===== src/rtl/pwm_shadow_pkg.sv =====
package pwm_shadow_pkg;

  localparam int unsigned BYTE_W = 8;

  typedef enum logic [2:0] {
    RSEL_PER,
    RSEL_DUTY,
    RSEL_CTRL,
    RSEL_FLAG,
    RSEL_NONE
  } rsel_e;

  typedef struct packed {
    logic irq_en;
    logic out_en;
  } ctrl_t;

  localparam int unsigned CTRL_W = $bits(ctrl_t);

endpackage


===== src/rtl/pwm_rst_sync.sv =====
module pwm_rst_sync #(
  parameter int unsigned STAGES = 2
) (
  input  logic clk,
  input  logic rst_ni,
  output logic rst_no
);

  logic [STAGES-1:0] sync_q;
  logic [STAGES-1:0] sync_d;

  always_comb begin
    sync_d = {sync_q[STAGES-2:0], 1'b1};
  end

  always_ff @(posedge clk or negedge rst_ni) begin
    if (!rst_ni) begin
      sync_q <= '0;
    end else begin
      sync_q <= sync_d;
    end
  end

  assign rst_no = sync_q[STAGES-1];

endmodule


===== src/rtl/pwm_shadow_reg.sv =====
module pwm_shadow_reg
  import pwm_shadow_pkg::*;
#(
  parameter  int unsigned CW = 16,
  localparam int unsigned NB = CW / BYTE_W,
  localparam int unsigned IW = (NB > 1) ? $clog2(NB) : 1
) (
  input  logic              clk,
  input  logic              rst_n,
  input  logic              wr_en,
  input  logic [IW-1:0]     byte_idx,
  input  logic [BYTE_W-1:0] wr_data,
  input  logic              wrap,
  output logic [BYTE_W-1:0] rd_byte,
  output logic [CW-1:0]     act_val
);

  logic [NB-1:0][BYTE_W-1:0] byte_q;
  logic [NB-1:0][BYTE_W-1:0] byte_d;
  logic [NB-1:0]             lane_wr;
  logic [CW-1:0]             shadow_q, shadow_d;
  logic [CW-1:0]             act_q, act_d;
  logic [CW-1:0]             commit_val;
  logic                      pend_q, pend_d;
  logic                      commit;

  // one lane per byte of the written value
  for (genvar g = 0; g < NB; g++) begin : g_lane
    assign lane_wr[g] = wr_en && (byte_idx == IW'(g));
    assign byte_d[g]  = lane_wr[g] ? wr_data : byte_q[g];
  end

  // the top byte is the commit point
  assign commit = wr_en && (byte_idx == IW'(NB - 1));

  always_comb begin
    commit_val                 = byte_q;
    commit_val[CW-1 -: BYTE_W] = wr_data;
    shadow_d                   = commit ? commit_val : shadow_q;
    act_d                      = (wrap && pend_q) ? shadow_q : act_q;
    pend_d                     = commit | (pend_q & ~wrap);
  end

  always_ff @(posedge clk or negedge rst_n) begin
    if (!rst_n) begin
      byte_q   <= '0;
      shadow_q <= '0;
      act_q    <= '0;
      pend_q   <= 1'b0;
    end else begin
      for (int i = 0; i < NB; i++) begin
        if (lane_wr[i]) byte_q[i] <= byte_d[i];
      end
      if (commit) shadow_q <= shadow_d;
      if (wrap)   act_q    <= act_d;
      pend_q <= pend_d;
    end
  end

  assign rd_byte = byte_q[byte_idx];
  assign act_val = act_q;

  AST_LOW_WRITE_KEEPS_PEND: assert property (@(posedge clk) disable iff (!rst_n)
    (wr_en && !commit && !wrap) |=> (pend_q == $past(pend_q)));
  AST_LOW_WRITE_KEEPS_SHADOW: assert property (@(posedge clk) disable iff (!rst_n)
    (wr_en && !commit) |=> $stable(shadow_q));
  AST_COMMIT_PENDS: assert property (@(posedge clk) disable iff (!rst_n)
    commit |=> pend_q);
  AST_ACT_ONLY_AT_WRAP: assert property (@(posedge clk) disable iff (!rst_n)
    !wrap |=> $stable(act_q));

endmodule


===== src/rtl/pwm_cycle_ctr.sv =====
module pwm_cycle_ctr #(
  parameter int unsigned CW = 16
) (
  input  logic          clk,
  input  logic          rst_n,
  input  logic          run_en,
  input  logic [CW-1:0] per_act,
  output logic [CW-1:0] cnt,
  output logic          wrap
);

  logic [CW-1:0] cnt_q, cnt_d;

  always_comb begin
    wrap  = run_en && (cnt_q == per_act);
    cnt_d = wrap ? '0 : cnt_q + CW'(1);
  end

  always_ff @(posedge clk or negedge rst_n) begin
    if (!rst_n) begin
      cnt_q <= '0;
    end else if (run_en) begin
      cnt_q <= cnt_d;
    end
  end

  assign cnt = cnt_q;

  AST_CNT_IN_RANGE: assert property (@(posedge clk) disable iff (!rst_n)
    cnt_q <= per_act);
  AST_WRAP_TO_ZERO: assert property (@(posedge clk) disable iff (!rst_n)
    wrap |=> (cnt_q == '0));
  AST_STEP_ONE: assert property (@(posedge clk) disable iff (!rst_n)
    (run_en && !wrap) |=> (cnt_q == $past(cnt_q) + CW'(1)));
  AST_HOLD_WHEN_IDLE: assert property (@(posedge clk) disable iff (!rst_n)
    !run_en |=> $stable(cnt_q));

endmodule


===== src/rtl/pwm_shadow_gen.sv =====
module pwm_shadow_gen
  import pwm_shadow_pkg::*;
#(
  parameter  int unsigned CW = 16,
  localparam int unsigned NB = CW / BYTE_W,
  localparam int unsigned IW = (NB > 1) ? $clog2(NB) : 1,
  localparam int unsigned AW = $clog2(2 * NB + 2)
) (
  input  logic              clk,
  input  logic              rst_ni,
  input  logic              run_en,
  input  logic [AW-1:0]     reg_addr,
  input  logic              reg_wr,
  input  logic [BYTE_W-1:0] reg_wdata,
  output logic [BYTE_W-1:0] reg_rdata,
  output logic              pwm_o,
  output logic              irq_o
);

  localparam int unsigned A_CTRL = 2 * NB;
  localparam int unsigned A_FLAG = 2 * NB + 1;
  localparam int unsigned NCH    = 2;

  logic              rst_n;
  rsel_e             rsel;
  logic [IW-1:0]     ridx;
  logic [CW-1:0]     chan_act [NCH];
  logic [BYTE_W-1:0] chan_rd  [NCH];
  logic [CW-1:0]     cnt;
  logic              wrap;
  ctrl_t             ctrl_q, ctrl_d;
  logic              ctrl_wr;
  logic              flag_q, flag_d, flag_clr;
  logic              pwm_q, pwm_d;
  logic              pwm_raw;

  pwm_rst_sync #(.STAGES(2)) u_rst_sync (
    .clk    (clk),
    .rst_ni (rst_ni),
    .rst_no (rst_n)
  );

  // address decode: period bytes, duty bytes, control, flag
  always_comb begin
    rsel = RSEL_NONE;
    ridx = '0;
    if (reg_addr < AW'(NB)) begin
      rsel = RSEL_PER;
      ridx = IW'(reg_addr);
    end else if (reg_addr < AW'(2 * NB)) begin
      rsel = RSEL_DUTY;
      ridx = IW'(reg_addr - AW'(NB));
    end else if (reg_addr == AW'(A_CTRL)) begin
      rsel = RSEL_CTRL;
    end else if (reg_addr == AW'(A_FLAG)) begin
      rsel = RSEL_FLAG;
    end
  end

  // channel 0 holds the period, channel 1 the duty value
  for (genvar ch = 0; ch < NCH; ch++) begin : g_chan
    logic ch_wr;
    assign ch_wr = reg_wr && (rsel == ((ch == 0) ? RSEL_PER : RSEL_DUTY));

    pwm_shadow_reg #(.CW(CW)) u_reg (
      .clk      (clk),
      .rst_n    (rst_n),
      .wr_en    (ch_wr),
      .byte_idx (ridx),
      .wr_data  (reg_wdata),
      .wrap     (wrap),
      .rd_byte  (chan_rd[ch]),
      .act_val  (chan_act[ch])
    );
  end

  pwm_cycle_ctr #(.CW(CW)) u_ctr (
    .clk     (clk),
    .rst_n   (rst_n),
    .run_en  (run_en),
    .per_act (chan_act[0]),
    .cnt     (cnt),
    .wrap    (wrap)
  );

  always_comb begin
    ctrl_wr  = reg_wr && (rsel == RSEL_CTRL);
    ctrl_d   = ctrl_t'(reg_wdata[CTRL_W-1:0]);
    flag_clr = reg_wr && (rsel == RSEL_FLAG) && reg_wdata[0];
    flag_d   = wrap | (flag_q & ~flag_clr);
    pwm_raw  = cnt < chan_act[1];
    pwm_d    = pwm_raw & ctrl_q.out_en;
  end

  always_ff @(posedge clk or negedge rst_n) begin
    if (!rst_n) begin
      ctrl_q <= '0;
      flag_q <= 1'b0;
      pwm_q  <= 1'b0;
    end else begin
      if (ctrl_wr) ctrl_q <= ctrl_d;
      flag_q <= flag_d;
      pwm_q  <= pwm_d;
    end
  end

  always_comb begin
    unique case (rsel)
      RSEL_PER:  reg_rdata = chan_rd[0];
      RSEL_DUTY: reg_rdata = chan_rd[1];
      RSEL_CTRL: reg_rdata = {{(BYTE_W-CTRL_W){1'b0}}, ctrl_q};
      RSEL_FLAG: reg_rdata = {{(BYTE_W-1){1'b0}}, flag_q};
      default:   reg_rdata = '0;
    endcase
  end

  assign pwm_o = pwm_q;
  assign irq_o = flag_q & ctrl_q.irq_en;

  AST_OE_GATES_OUTPUT: assert property (@(posedge clk) disable iff (!rst_n)
    !ctrl_q.out_en |=> !pwm_q);
  AST_DUTY_ZERO_LOW: assert property (@(posedge clk) disable iff (!rst_n)
    (chan_act[1] == '0) |=> !pwm_q);
  AST_DUTY_OVER_HIGH: assert property (@(posedge clk) disable iff (!rst_n)
    (ctrl_q.out_en && (chan_act[1] > chan_act[0])) |=> pwm_q);
  AST_WRAP_SETS_FLAG: assert property (@(posedge clk) disable iff (!rst_n)
    wrap |=> flag_q);

endmodule


===== config.mk =====
export PLATFORM = sky130hd
export DESIGN_NAME = pwm_shadow_gen
export DESIGN_NICKNAME = d
export VERILOG_FILES = /design/src/rtl/pwm_shadow_pkg.sv /design/src/rtl/pwm_rst_sync.sv /design/src/rtl/pwm_shadow_reg.sv /design/src/rtl/pwm_cycle_ctr.sv /design/src/rtl/pwm_shadow_gen.sv
export SDC_FILE = /design/constraint.sdc
export NUM_CORES = 1
export LEC_CHECK = 0
export BUFFER_PORTS_ARGS = -buffer_cell sky130_fd_sc_hd__buf_2
export CAP_MARGIN = 20
export CORE_MARGIN = 2
export CORE_UTILIZATION = 28
export CTS_BUF_LIST = sky130_fd_sc_hd__clkbuf_16
export CTS_CLUSTER_SIZE = 14
export DETAILED_ROUTE_END_ITERATION = 6
export HOLD_SLACK_MARGIN = 0.02
export PLACE_DENSITY = 0.54
export SETUP_SLACK_MARGIN = 0.3
export SYNTH_ARGS = -nofsm -noshare
export SYNTH_HDL_FRONTEND = slang
export SYNTH_SLANG_ARGS = --single-unit

===== constraint.sdc =====
create_clock -name clk -period 4.6 [get_ports clk]
set_input_delay 0.69 -clock clk [delete_from_list [all_inputs] [get_ports clk]]
set_output_delay 0.69 -clock clk [all_outputs]
set_load 0.01 [all_outputs]

# Word level (Yosys, flattened, before mapping)

Index checks and enable logic that the tools add are counted.

Bits in latches: 0
Register bits after elaboration: 120
Memories: 0
Bits in read-only memories: 0
Bits of input ports: 15
RAM bits: 0

Add/sub/neg operators: 2
Reduce and logical (&&, ||, !) cells: 15
Equal/unequal tests: 6
Shift operators: 0
Multiply operators: 0
Bitwise logic cells: 11
$lt $le $gt $ge: 4
Mux-type cells: 12
Div/mod/pow operators: 0

Operator list:

| operator                                                               | number |
|---|---|
| 8-bit two-way mux                                                      | 4 |
| 8-bit case mux with 4 select lines                                     | 1 |
| 16-bit by 1-bit adder with 16-bit output (second input constant)       | 1 |
| 16-bit equality test                                                   | 1 |
| 16-bit < comparator                                                    | 1 |
| 16-bit two-way mux                                                     | 1 |
| 1-bit logical AND                                                      | 12 |
| 3-bit two-way mux                                                      | 4 |
| 3-bit by 2-bit equality test with 1-bit output (second input constant) | 2 |
| 3-bit equality test (second input constant)                            | 2 |
| 1-bit AND                                                              | 5 |
| 2-bit AND reduction                                                    | 2 |
| 3-bit by 1-bit equality test with 1-bit output (second input constant) | 1 |
| 3-bit zero test                                                        | 1 |
| 3-bit by 2-bit < comparator with 1-bit output (second input constant)  | 1 |
| 3-bit < comparator (second input constant)                             | 1 |
| 1-bit NOT                                                              | 3 |
| 1-bit OR                                                               | 3 |
| 1-bit by 2-bit < comparator with 1-bit output (second input constant)  | 1 |
| 1-bit two-way mux                                                      | 2 |
| 1-bit subtractor (second input constant)                               | 1 |

# Depth between registers and ports, before layout

Gate-level depths: netlist of run 1.

Depth after elaboration: 11
Gate-level depth with buffers: 7
Depth with buffers taken out: 7

# Hierarchy

Synthesis of run 1 repeated with hierarchy kept, for this count alone.

Cell total of the unflattened synthesis: 401
Area total of the unflattened synthesis: 5186.2 um^2

By module, submodules not included:

| module         | seq. area each (um^2) | times used | area each (um^2) | cells an instance |
|---|---|---|---|---|
| pwm_shadow_reg | 1026.0                | 2          | 1674.1           | 98 |
| pwm_cycle_ctr  | 400.4                 | 1          | 1044.8           | 111 |
| pwm_shadow_gen | 100.1                 | 1          | 739.5            | 91 |
| pwm_rst_sync   | 50.0                  | 1          | 53.8             | 3 |

# Least setup slack after synthesis of run 1

Ideal clock, no wire load.

Path kind: input-to-output
From: input port reg_addr[0]
To: output port reg_rdata[2]
Stages: 3
Slack: 2.296 ns
Data arrival time: 1.614 ns
Cells stage by stage: buf_2 -> mux4_2 -> nor2b_1

Word-level cells in the longest chain between the ends: 7

Ends and longest elaborated chain:

| what                                                                         | RTL line              | source |
|---|---|---|
| start: declaration                                                           | pwm_shadow_gen.sv:12  | `input logic [AW-1:0] reg_addr,` |
| 3-bit equality test                                                          | pwm_shadow_gen.sv:55  | `end else if (reg_addr == AW'(A_FLAG)) begin` |
| 3-bit two-way mux                                                            | pwm_shadow_gen.sv:55  |  |
| 3-bit two-way mux                                                            | pwm_shadow_gen.sv:53  | `end else if (reg_addr == AW'(A_CTRL)) begin` |
| 3-bit two-way mux                                                            | pwm_shadow_gen.sv:50  | `end else if (reg_addr < AW'(2 * NB)) begin` |
| 3-bit two-way mux                                                            | pwm_shadow_gen.sv:47  | `if (reg_addr < AW'(NB)) begin` |
| 3-bit by 2-bit equality test with 1-bit output, or another cell as far along | pwm_shadow_gen.sv:108 | `unique case (rsel)` |
| 8-bit case mux with 4 select lines *                                         | pwm_shadow_gen.sv:108 |  |
| end: declaration                                                             | pwm_shadow_gen.sv:15  | `output logic [BYTE_W-1:0] reg_rdata,` |

Mark *: on every way between the ends. The rest lies on a longest branch, timed or not. The select of a mux whose other input is x is not followed.

# Final worst setup path of run 1

From: register u_ctr.cnt_q[11], in the netlist u_ctr.cnt[11]
To: register g_chan[0].u_reg.act_q[4]

Word-level cells in the longest chain between the ends: 4

Ends and longest elaborated chain:

| what                                   | RTL line             | source |
|---|---|---|
| start: declaration                     | pwm_cycle_ctr.sv:12  | `logic [CW-1:0] cnt_q, cnt_d;` |
| start signal: assignment               | pwm_cycle_ctr.sv:23  | `cnt_q <= cnt_d;` |
| 16-bit equality test *                 | pwm_cycle_ctr.sv:15  | `wrap = run_en && (cnt_q == per_act);` |
| 1-bit logical AND *                    | pwm_cycle_ctr.sv:15  |  |
| 1-bit logical AND                      | pwm_shadow_reg.sv:40 | `act_d = (wrap && pend_q) ? shadow_q : act_q;` |
| 2-bit AND reduction (no source line) * | --                   |  |
| end signal: assignment                 | pwm_shadow_reg.sv:55 | `if (wrap) act_q <= act_d;` |
| end: declaration                       | pwm_shadow_reg.sv:22 | `logic [CW-1:0] act_q, act_d;` |

Mark *: on every way between the ends. The rest lies on a longest branch, timed or not.
A chain may end at the register's enable or synchronous reset.

==> flow_metrics.py, run 1 <==
metrics = {
    "sta": {
        "worst_slew_margin_rel": 0.323,
        "setup_viol": 0,
        "min_period_over_period": 0.586,
        "skew_ns": 0.00882,
        "rsz0062_at_grt": "no",
        "final_hold_viol_count": 0,
        "slew_violations": 0,
        "min_period_ns": 2.70,
        "tns_ns": 0,
        "tightest_slew_ns": 1.01,
        "clock.fmax_mhz": 371,
    },
    "clock_network": {
        "ctsHoldBuffers": 0,
        "clkTransAtPathRegs_ns": 0.07,
        "clock_latency_ns": 0.36,
        "ctsResizeCount": 0,
        "htree_levels": 3,
        "cts_buffers": 9,
        "cts_tree": "done",
        "ctsLongestPathBuffers": 2,
        "cts_setup_buffers": 0,
        "cts-root-buf": "clkbuf_16",
        "clock-sinks": 104,
    },
    "global_route": {
        "first_global_vias": 3117,
        "grt_pass1_wl_mm": 17.3,
        "antenna_found_initial": 0,
        "grtUsageTotal": 0.123,
        "grt-ovfl-total": 0,
        "grt_max_degree": 61,
    },
    "floorplanning": {
        "coreArea_mm2": 0.0173,
        "io_pins": 25,
        "die_x_um": 137,
        "die_h_um": 137,
        "die_area_mm2": 0.0188,
        "initial_core_util": 0.286,
        "rows": 48,
    },
    "placed_design": {
        "gp_congestion": 0.800,
        "dp_hpwl_mm": 7.53,
        "numPortBuffers": 24,
    },
    "critical_path": {
        "cp_max_fo": 16,
        "required_ns": 4.84,
        "critPathSlowestCell": "nor3_4",
        "path_cells": "xor2_1, nor4_1, nand3_1, nor3_4, mux2_2",
        "crit_type": "flop to flop",
        "cp_slowest_stage_delay_ns": 0.84,
        "crit_family": "simple AND/OR/NAND/NOR gates",
        "cp_num_buf_inv": 0,
        "cp-start-kind": "flop",
        "crit_path_end_kind": "flop",
        "critPathArrivalTime_ns": 2.93,
    },
    "synth": {
        "synth_nets": 396,
        "yosysUniqueCellTypes": 42,
        "synth_seq_cells": 104,
        "netlist_area_mm2": 0.00495,
        "syn_area_per_cell_um2": 13.6,
        "yosysWarnings": 0,
        "synth-seq-area-share": 0.526,
        "syn_inst": 365,
    },
    "detailed_routing": {
        "drc_errors": 0,
        "wirelength_mm": 10.5,
        "dr.pass1.iters": 4,
        "antenna_left": 0,
        "drt_iter0_drc": 105,
        "viasPerCell": 4.71,
        "num_vias": 2929,
        "wl_per_cell_um": 16.9,
    },
    "cells_and_area": {
        "antenna_cells": 0,
        "drive_above_1_share": 0.358,
        "nNetsFinal": 423,
        "syn2layout_area_growth_pct": 13.1,
        "final_core_util": 0.324,
    },
    "power_and_ir_drop": {
        "power.total_mw": 2.80,
        "peakVddDrop_mv": 0.207,
        "p_per_area_mw_per_mm2": 501,
        "p_leak_nw": 2.57,
    },
    "job": {
        "maxCapViolations": 0,
    },
    "outcome": {
        "status": "finished clean",
    },
    "hold_path": {
        "hold_path.class": "input port to asynchronous set/reset pin",
    },
}
[worst paths after layout]
kind | startpoint | endpoint | slack (ns) | cells after the start
setup reg to reg | u_ctr.cnt[11]$_DFFE_PN0P_ | g_chan[0].u_reg.act_val[4]$_DFFE_PN0P_ | 1.90 | 5
max in group asynchronous | u_rst_sync.sync_q[1]$_DFF_PN0_ | g_chan[0].u_reg.act_val[15]$_DFFE_PN0P_ | 3.07 | 1
setup / recovery | u_ctr.cnt[11]$_DFFE_PN0P_ | g_chan[0].u_reg.act_val[4]$_DFFE_PN0P_ | 1.90 | 5
min in group clk | u_rst_sync.sync_q[0]$_DFF_PN0_ | u_rst_sync.sync_q[1]$_DFF_PN0_ | 0.35 | 0
hold / removal | rst_ni | u_rst_sync.sync_q[1]$_DFF_PN0_ | 0.10 | 1
hold reg to reg | u_rst_sync.sync_q[1]$_DFF_PN0_ | g_chan[1].u_reg.shadow_q[2]$_DFFE_PN0P_ | 0.32 | 0
[layer usage]
layer  GRT usage  vias to the layer above  part of all wire
met5           0                        -                 0
met4      0.0521                        0             0.023
met3      0.0263                       21             0.031
met2       0.182                       53              0.45
met1       0.174                     1508              0.49
li1            -                     1347                 -
[cells in the mapped netlist, drive strengths merged]
master   instances  area [µm²]
dfrtp          104        2600
mux2            82         998
xor2            25         219
nor2            21        81.3
inv             20        75.1
ha              16         200
nand2            9        33.8
nor2b            8        50.1
buf              7        62.6
mux4             7         158
nand4            7        43.8
nor3             7        67.6
nand3            6        35.0
o21ai            5        25.0
xnor2            5        43.8
a21oi            4        20.0
mux2i            4        40.0
a21o             3        22.5
and3             3        20.0
clkbuf           3        11.3
nor4             3        31.3
o22ai            3        18.8
a31oi            2        12.5
nand2b           2        12.5
a211o            1        8.76
a211oi           1        7.51
a41oi            1        8.76
and2             1        6.26
conb             1        3.75
nand3b           1        7.51
o2111ai          1        8.76
o21bai           1        7.51
or2              1        6.26
[cells by family after synthesis]
logic type / Yosys count / synth area share
compound gates: 22 / 0.0283
xor+xnor: 30 / 0.0531
fa+ha+maj: 16 / 0.0404
buf+inv: 30 / 0.0301
flops: 104 / 0.526
mux: 93 / 0.242
other cells: 1 / 0.000758
simple gates: 69 / 0.0799
[placed cells by master (no fill, tap or decap), types with 4 or more instances in the layout]
cell type / instances
mux2_2: 62
xor2_1: 25
nand3_1: 5
mux2i_1: 4
nand4_1: 7
a21oi_1: 4
xnor2_1: 5
buf_2: 24
dfrtp_1: 103
ha_1: 16
clkbuf_16: 9
o21ai_0: 5
mux4_2: 7
inv_6: 4
mux2_4: 20
nand2_1: 9
nor2b_1: 8
nor2_1: 20
inv_1: 20
[registers in the layout (all words and copies together), names as in the netlist]
| signal | cells |
|---|---|
| g_chan.u_reg.act_val | 32 |
| g_chan.u_reg.byte_q | 24 |
| g_chan.u_reg.shadow_q | 24 |
| u_ctr.cnt | 16 |
| ctrl_q | 2 |
| g_chan.u_reg.pend_q | 2 |
| u_rst_sync.sync_q | 2 |
| flag_q | 1 |
| pwm_o | 1 |
[per-stage QoR]
stage	std cells	setup slack, ns	hold slack, ns	area, µm²
5_1_grt	622	1.76	0.0839	5600
6_report	622	1.90	0.101	5600
3_5_place_dp	606	1.92	0.339	5300
4_1_cts	622	1.90	0.0928	5600
2_1_floorplan	365	1.49	0.331	4950
3_3_place_gp	606	1.97	0.337	5300
[where the power goes]
group / internal (mW) / total, mW / switching, mW / leakage (nW)
Combinational: 0.378 / 0.658 / 0.280 / 1.10
Sequential: 1.15 / 1.36 / 0.208 / 1.32
Clock: 0.428 / 0.786 / 0.358 / 0.151
Total: 1.96 / 2.80 / 0.846 / 2.57
[area by class of cell]
type                       count  area [µm²]
tap                          225         282
clock inverter                 7        75.1
multi-input combinational    231        2200
fill                        1749       11700
timing repair buffer          26         135
clock buffer                   9         225
inverter                      20        75.1
sequential                   104        2610
Power figures use the tool's default switching activity.
==> run 2: changes to the inputs <==
--- a/config.mk
+++ b/config.mk
@@ -13,7 +13,7 @@
 export CTS_CLUSTER_SIZE = 14
 export DETAILED_ROUTE_END_ITERATION = 6
 export HOLD_SLACK_MARGIN = 0.02
-export PLACE_DENSITY = 0.54
+export PLACE_DENSITY = 0.55
 export SETUP_SLACK_MARGIN = 0.3
 export SYNTH_ARGS = -nofsm -noshare
 export SYNTH_HDL_FRONTEND = slang
==> constraint.sdc (replaced) <==
create_clock -name clk -period 2.3 [get_ports clk]
set_input_delay 0.345 -clock clk [delete_from_list [all_inputs] [get_ports clk]]
set_output_delay 0.345 -clock clk [all_outputs]
set_load 0.01 [all_outputs]
==> run 2 against run 1 <==
  * Design area grew 3.0%
  * Count of clock-buffer cells in the layout is the same
  * Routed wire length grew 1.8%
  * Sequential share of layout area shrank 1.3 points
  * First-iteration DRC count grew 9.5%
  * Cell count grew 2.6%
  * Non-clock buffer count grew 16
  * Core utilization grew 0.96 points
  * Highest routed layer is now met5
==> flow_metrics.py, run 2 (synthesis gave the netlist of run 1 again) <==
metrics = {
    "outcome": {
        "status": "finished clean",
    },
    "sta": {
        "slew_violations": 0,
        "worst_slew_margin_rel": 0.424,
        "tns_ns": 0,
        "final_hold_viol_count": 0,
        "skew_ns": 0.0103,
        "tightest_slew_ns": 0.861,
        "rsz0062_at_grt": "yes",
        "setup_viol": 0,
        "clock.fmax_mhz": 500,
        "min_period_over_period": 0.870,
        "min_period_ns": 2.00,
    },
    "cells_and_area": {
        "nNetsFinal": 439,
        "final_common_cell": "dfrtp_1",
        "largest_reg_flops": 32,
        "drive_above_1_share": 0.385,
        "antenna_cells": 0,
        "final_cell_mix": "99 x dfrtp_1, 62 x mux2_2, 25 x xor2_1",
        "syn2layout_area_growth_pct": 16.4,
        "fin_cells": 638,
    },
    "global_route": {
        "first_global_vias": 3147,
        "grt-ovfl-total": 0,
        "grtUsageTotal": 0.123,
        "antenna_found_initial": 1,
        "grt_max_degree": 43,
        "grt_pass1_wl_mm": 17.5,
    },
    "floorplanning": {
        "die_area_mm2": 0.0188,
        "die_x_um": 137,
        "die_h_um": 137,
        "io_pins": 25,
        "rows": 48,
        "coreArea_mm2": 0.0173,
        "initial_core_util": 0.286,
    },
    "critical_path": {
        "cp-start-kind": "flop",
        "cp_max_fo": 16,
        "crit_type": "flop to flop",
        "crit_path_end_kind": "flop",
        "required_ns": 2.53,
        "critPathArrivalTime_ns": 2.23,
    },
    "clock_network": {
        "clock_latency_ns": 0.34,
        "cts_tree": "done",
        "htree_levels": 3,
        "clock-sinks": 104,
        "clkTransAtPathRegs_ns": 0.07,
        "cts-root-buf": "clkbuf_16",
        "cts_buffers": 9,
        "ctsLongestPathBuffers": 2,
    },
    "power_and_ir_drop": {
        "p_per_area_mw_per_mm2": 987,
        "peakVddDrop_mv": 0.482,
        "power.total_mw": 5.69,
        "p_leak_nw": 2.65,
    },
    "detailed_routing": {
        "drt_iter0_drc": 115,
        "wl_per_cell_um": 16.8,
        "drc_errors": 0,
        "wirelength_mm": 10.7,
        "viasPerCell": 4.65,
        "dr.pass1.iters": 4,
        "num_vias": 2968,
        "antenna_left": 0,
    },
    "placed_design": {
        "numPortBuffers": 24,
        "dp_cells": 619,
        "gp_congestion": 0.781,
        "dp_hpwl_mm": 8.09,
    },
    "hold_path": {
        "hold_path.class": "input port to flop",
    },
    "job": {
        "maxCapViolations": 0,
    },
}
run 2: changes by cell type in the layout (fill, tap and decap cells not counted), moves of 2 or more:
cell        delta
clkinv_2       -2
buf_4         +11
dfrtp_2        +4
inv_6          -3
clkinvlp_4     +2
buf_12         +3
inv_1          +2
dfrtp_1        -4
run 2: worst max-delay path: stages, from the launching register on:
cell	delay [ns]
dfrtp_2	0.47
xor2_1	0.17
nor4_2	0.29
nand3_2	0.19
nor3_4	0.23
buf_12	0.20
mux2_2	0.34
run 2: layer usage:
metal / vias to the layer above / global-route usage / wire [µm]
li1: 1376 / - / -
met1: 1523 / 0.175 / 5340
met2: 45 / 0.186 / 4820
met3: 22 / 0.0281 / 313
met4: 2 / 0.0361 / 241
met5: - / 0 / 10
run 2: layout make-up:
cell class / instances / area, µm²
Clock buffer: 9 / 225
Clock inverter: 7 / 72.6
Fill cell: 1745 / 11500
Inverter: 20 / 75.1
Multi-Input combinational cell: 231 / 2200
Sequential cell: 104 / 2610
Tap cell: 225 / 282
Timing Repair Buffer: 42 / 299
run 2: power by group:
group | switching (mW) | leakage (nW) | internal, mW
combinational | 0.622 | 1.19 | 0.836
sequential | 0.396 | 1.31 | 2.30
clock | 0.684 | 0.147 | 0.848
run 2: final timing paths:
kind | start | depth (start not counted) | to | slack, ns
worst max-delay path | u_ctr.cnt[7]$_DFFE_PN0P_ | 6 | g_chan[0].u_reg.act_val[2]$_DFFE_PN0P_ | 0.30
worst min-delay path | reg_wdata[2] | 2 | g_chan[1].u_reg.byte_q[10]$_DFFE_PN0P_ | 0.28
worst max register to register | u_ctr.cnt[7]$_DFFE_PN0P_ | 6 | g_chan[0].u_reg.act_val[2]$_DFFE_PN0P_ | 0.30
worst min register to register | u_rst_sync.sync_q[1]$_DFF_PN0_ | 0 | g_chan[1].u_reg.byte_q[10]$_DFFE_PN0P_ | 0.32
max in group asynchronous | u_rst_sync.sync_q[1]$_DFF_PN0_ | 1 | g_chan[0].u_reg.byte_q[1]$_DFFE_PN0P_ | 1.26
min in group asynchronous | rst_ni | 2 | u_rst_sync.sync_q[1]$_DFF_PN0_ | 0.30
run 2: per-stage QoR:
stage | cell area [µm²] | util | worst slack, ns | hold WS (ns)
global placement | 5430 | 0.314 | 0.235 | 0.130
floorplan | 4950 | - | 0.292 | 0.0494
CTS | 5760 | 0.333 | 0.282 | 0.259
finish | 5760 | 0.333 | 0.299 | 0.276
global route | 5760 | 0.333 | 0.201 | 0.272
detailed placement | 5430 | 0.314 | 0.220 | 0.132
run 2: repair_timing:
| item | 4_1_cts | 5_1_grt |
|---|---|---|
| buffers inserted | 2 | 0 |
| endpoints found under the setup margin | 32 | 34 |
| endpoints found under the hold margin | 2 | 0 |
| hold buffers | 1 | 0 |
| resized for setup | 3 | 2 |
| pin swaps | 2 | 1 |
==> run 3: changes to the inputs <==
--- a/config.mk
+++ b/config.mk
@@ -14,6 +14,7 @@
 export DETAILED_ROUTE_END_ITERATION = 6
 export HOLD_SLACK_MARGIN = 0.02
 export PLACE_DENSITY = 0.55
+export RECOVER_POWER = 50
 export SETUP_SLACK_MARGIN = 0.3
 export SYNTH_ARGS = -nofsm -noshare
 export SYNTH_HDL_FRONTEND = slang
==> run 3 against run 2 <==
  * The flow now finishes with violations (capacitance limit, slew limit)
  * Hold slack about the same
  * Non-clock buffer count unchanged
  * Routed wire length about the same
  * Count of clock-buffer cells in the layout unchanged
  * First-iteration DRC count unchanged
  * Fmax about the same
  * Flip-flop and latch count unchanged
  * Critical path type unchanged
  * Highest routed layer unchanged
==> flow_metrics.py, run 3 (synthesis gave the netlist of run 1 again) <==
metrics = {
    "outcome": {
        "violations": "capacitance limit, slew limit",
        "status": "finished, violations left",
    },
    "hold_path": {
        "holdPathStages": 2,
        "hold_start": "reg_wdata[2]",
        "hold_path.class": "input port to flop",
        "hold_end": "g_chan[1].u_reg.byte_q[10]$_DFFE_PN0P_",
    },
    "floorplanning": {
        "rows": 48,
        "die_x_um": 137,
        "die_area_mm2": 0.0188,
        "initial_core_util": 0.286,
        "coreArea_mm2": 0.0173,
        "io_pins": 25,
        "die_h_um": 137,
    },
    "cells_and_area": {
        "final_cell_mix": "100 x dfrtp_1, 62 x mux2_2, 25 x xor2_1",
        "nNetsFinal": 439,
        "drive_above_1_share": 0.375,
        "antenna_cells": 0,
        "fin_cells": 638,
        "largest_reg_flops": 32,
        "syn2layout_area_growth_pct": 16.3,
        "final_common_cell": "dfrtp_1",
    },
    "job": {
        "maxCapViolations": 1,
    },
    "detailed_routing": {
        "drc_errors": 0,
        "viasPerCell": 4.64,
        "wirelength_mm": 10.7,
        "num_vias": 2963,
        "wl_per_cell_um": 16.8,
        "drt_iter0_drc": 115,
        "dr.pass1.iters": 4,
        "antenna_left": 0,
    },
    "global_route": {
        "grtUsageTotal": 0.123,
        "first_global_vias": 3147,
        "grt_max_degree": 43,
        "grt_pass1_wl_mm": 17.5,
        "grt-ovfl-total": 0,
        "antenna_found_initial": 1,
    },
    "sta": {
        "tns_ns": 0,
        "rsz0062_at_grt": "yes",
        "setup_viol": 0,
        "min_period_ns": 2.00,
        "tightest_slew_ns": 1.62,
        "fin_ws_ns": 0.298,
        "final_hold_viol_count": 0,
        "clock.fmax_mhz": 500,
        "min_period_over_period": 0.870,
        "slew_violations": 38,
        "skew_ns": 0.0103,
        "worst_slew_margin_rel": -0.0827,
    },
    "power_and_ir_drop": {
        "power.switching_mw": 1.70,
        "intPower_mw": 3.98,
        "seqPwrFrac": 0.475,
        "swShare": 0.299,
        "combinationalPowerShare": 0.256,
        "p_leak_nw": 2.64,
        "peakVddDrop_mv": 0.482,
        "p_clk_frac": 0.270,
        "p_per_area_mw_per_mm2": 988,
    },
    "critical_path": {
        "regToRegEndpoint": "g_chan[0].u_reg.act_val[2]$_DFFE_PN0P_",
        "required_ns": 2.53,
        "r2r_cells": 6,
        "cp_slowest_stage_delay_ns": 0.47,
        "cp_num_buf_inv": 1,
        "crit_family": "simple AND/OR/NAND/NOR gates",
        "cp-start-kind": "flop",
        "cp_max_fo": 16,
        "crit_path_end_kind": "flop",
        "r2r_start": "u_ctr.cnt[7]$_DFFE_PN0P_",
        "critPathArrivalTime_ns": 2.23,
        "path_cells": "xor2_1, nor4_2, nand3_2, nor3_4, buf_12, mux2_2",
        "r2r_slack_ns": 0.30,
        "critPathSlowestCell": "dfrtp_2",
        "crit_type": "flop to flop",
    },
    "placed_design": {
        "dp_hpwl_mm": 8.09,
        "numPortBuffers": 24,
        "preCtsSetupSlack_ns": 0.220,
        "gp_congestion": 0.781,
        "dp_cells": 619,
    },
    "clock_network": {
        "clock_latency_ns": 0.34,
        "cts_buffers": 9,
        "clkTransAtPathRegs_ns": 0.07,
        "cts_tree": "done",
        "clock-sinks": 104,
        "htree_levels": 3,
        "ctsLongestPathBuffers": 2,
        "cts-root-buf": "clkbuf_16",
    },
}
[run 3: repair_timing]
item	in CTS	in global routing
setup buffers	2	0
hold buffers	1	0
pin swaps	2	1
endpoints found under the setup margin	32	34
hold endpoints to repair	2	0
resized for setup	3	2
[run 3: worst max-delay path by stage]
stage	startpoint	to	slack, ns	cells past startpoint
global route	u_rst_sync.sync_q[1]$_DFF_PN0_	u_ctr.cnt[7]$_DFFE_PN0P_	0.18	0
CTS	u_ctr.cnt[11]$_DFFE_PN0P_	g_chan[0].u_reg.act_val[0]$_DFFE_PN0P_	0.28	6
finish	u_ctr.cnt[7]$_DFFE_PN0P_	g_chan[0].u_reg.act_val[2]$_DFFE_PN0P_	0.30	6
floorplan	u_ctr.cnt[0]$_DFFE_PN0P_	g_chan[0].u_reg.act_val[10]$_DFFE_PN0P_	0.29	6
detailed placement	u_ctr.cnt[7]$_DFFE_PN0P_	g_chan[0].u_reg.act_val[3]$_DFFE_PN0P_	0.22	6
global placement	u_ctr.cnt[7]$_DFFE_PN0P_	g_chan[1].u_reg.act_val[2]$_DFFE_PN0P_	0.23	6
[run 3: power groups by stage]
| stage | Clock [mW] | Combinational (mW) | Sequential, mW |
|---|---|---|---|
| after CTS | 1.59 | 1.47 | 2.71 |
| final | 1.53 | 1.45 | 2.70 |
| after global routing | 1.66 | 1.61 | 2.76 |
| after global placement | 0 | 1.41 | 2.73 |
| after floorplan | 0 | 1.06 | 2.60 |
| after detailed placement | 0 | 1.45 | 2.74 |
[run 3: stage by stage]
step / total power [mW] / hold WS (ns) / cell area (µm²) / util
after floorplan: 3.65 / 0.0494 / 4950 / -
after global placement: 4.14 / 0.130 / 5430 / 0.314
after detailed placement: 4.19 / 0.132 / 5430 / 0.314
final: 5.68 / 0.276 / 5760 / 0.333
after CTS: 5.77 / 0.259 / 5760 / 0.333
after global routing: 6.03 / 0.272 / 5760 / 0.333
[run 3: layout make-up]
cell class	count	area (µm²)
Clock buffer	9	225
Clock inverter	7	72.6
Fill cell	1746	11500
Inverter	20	75.1
Multi-Input combinational cell	231	2200
Sequential cell	104	2610
Tap cell	225	282
Timing Repair Buffer	42	295
[run 3: per-layer routing]
metal | track usage | wire, µm
met5 | 0 | 10
met4 | 0.0361 | 223
met3 | 0.0281 | 320
met2 | 0.186 | 4830
met1 | 0.175 | 5320
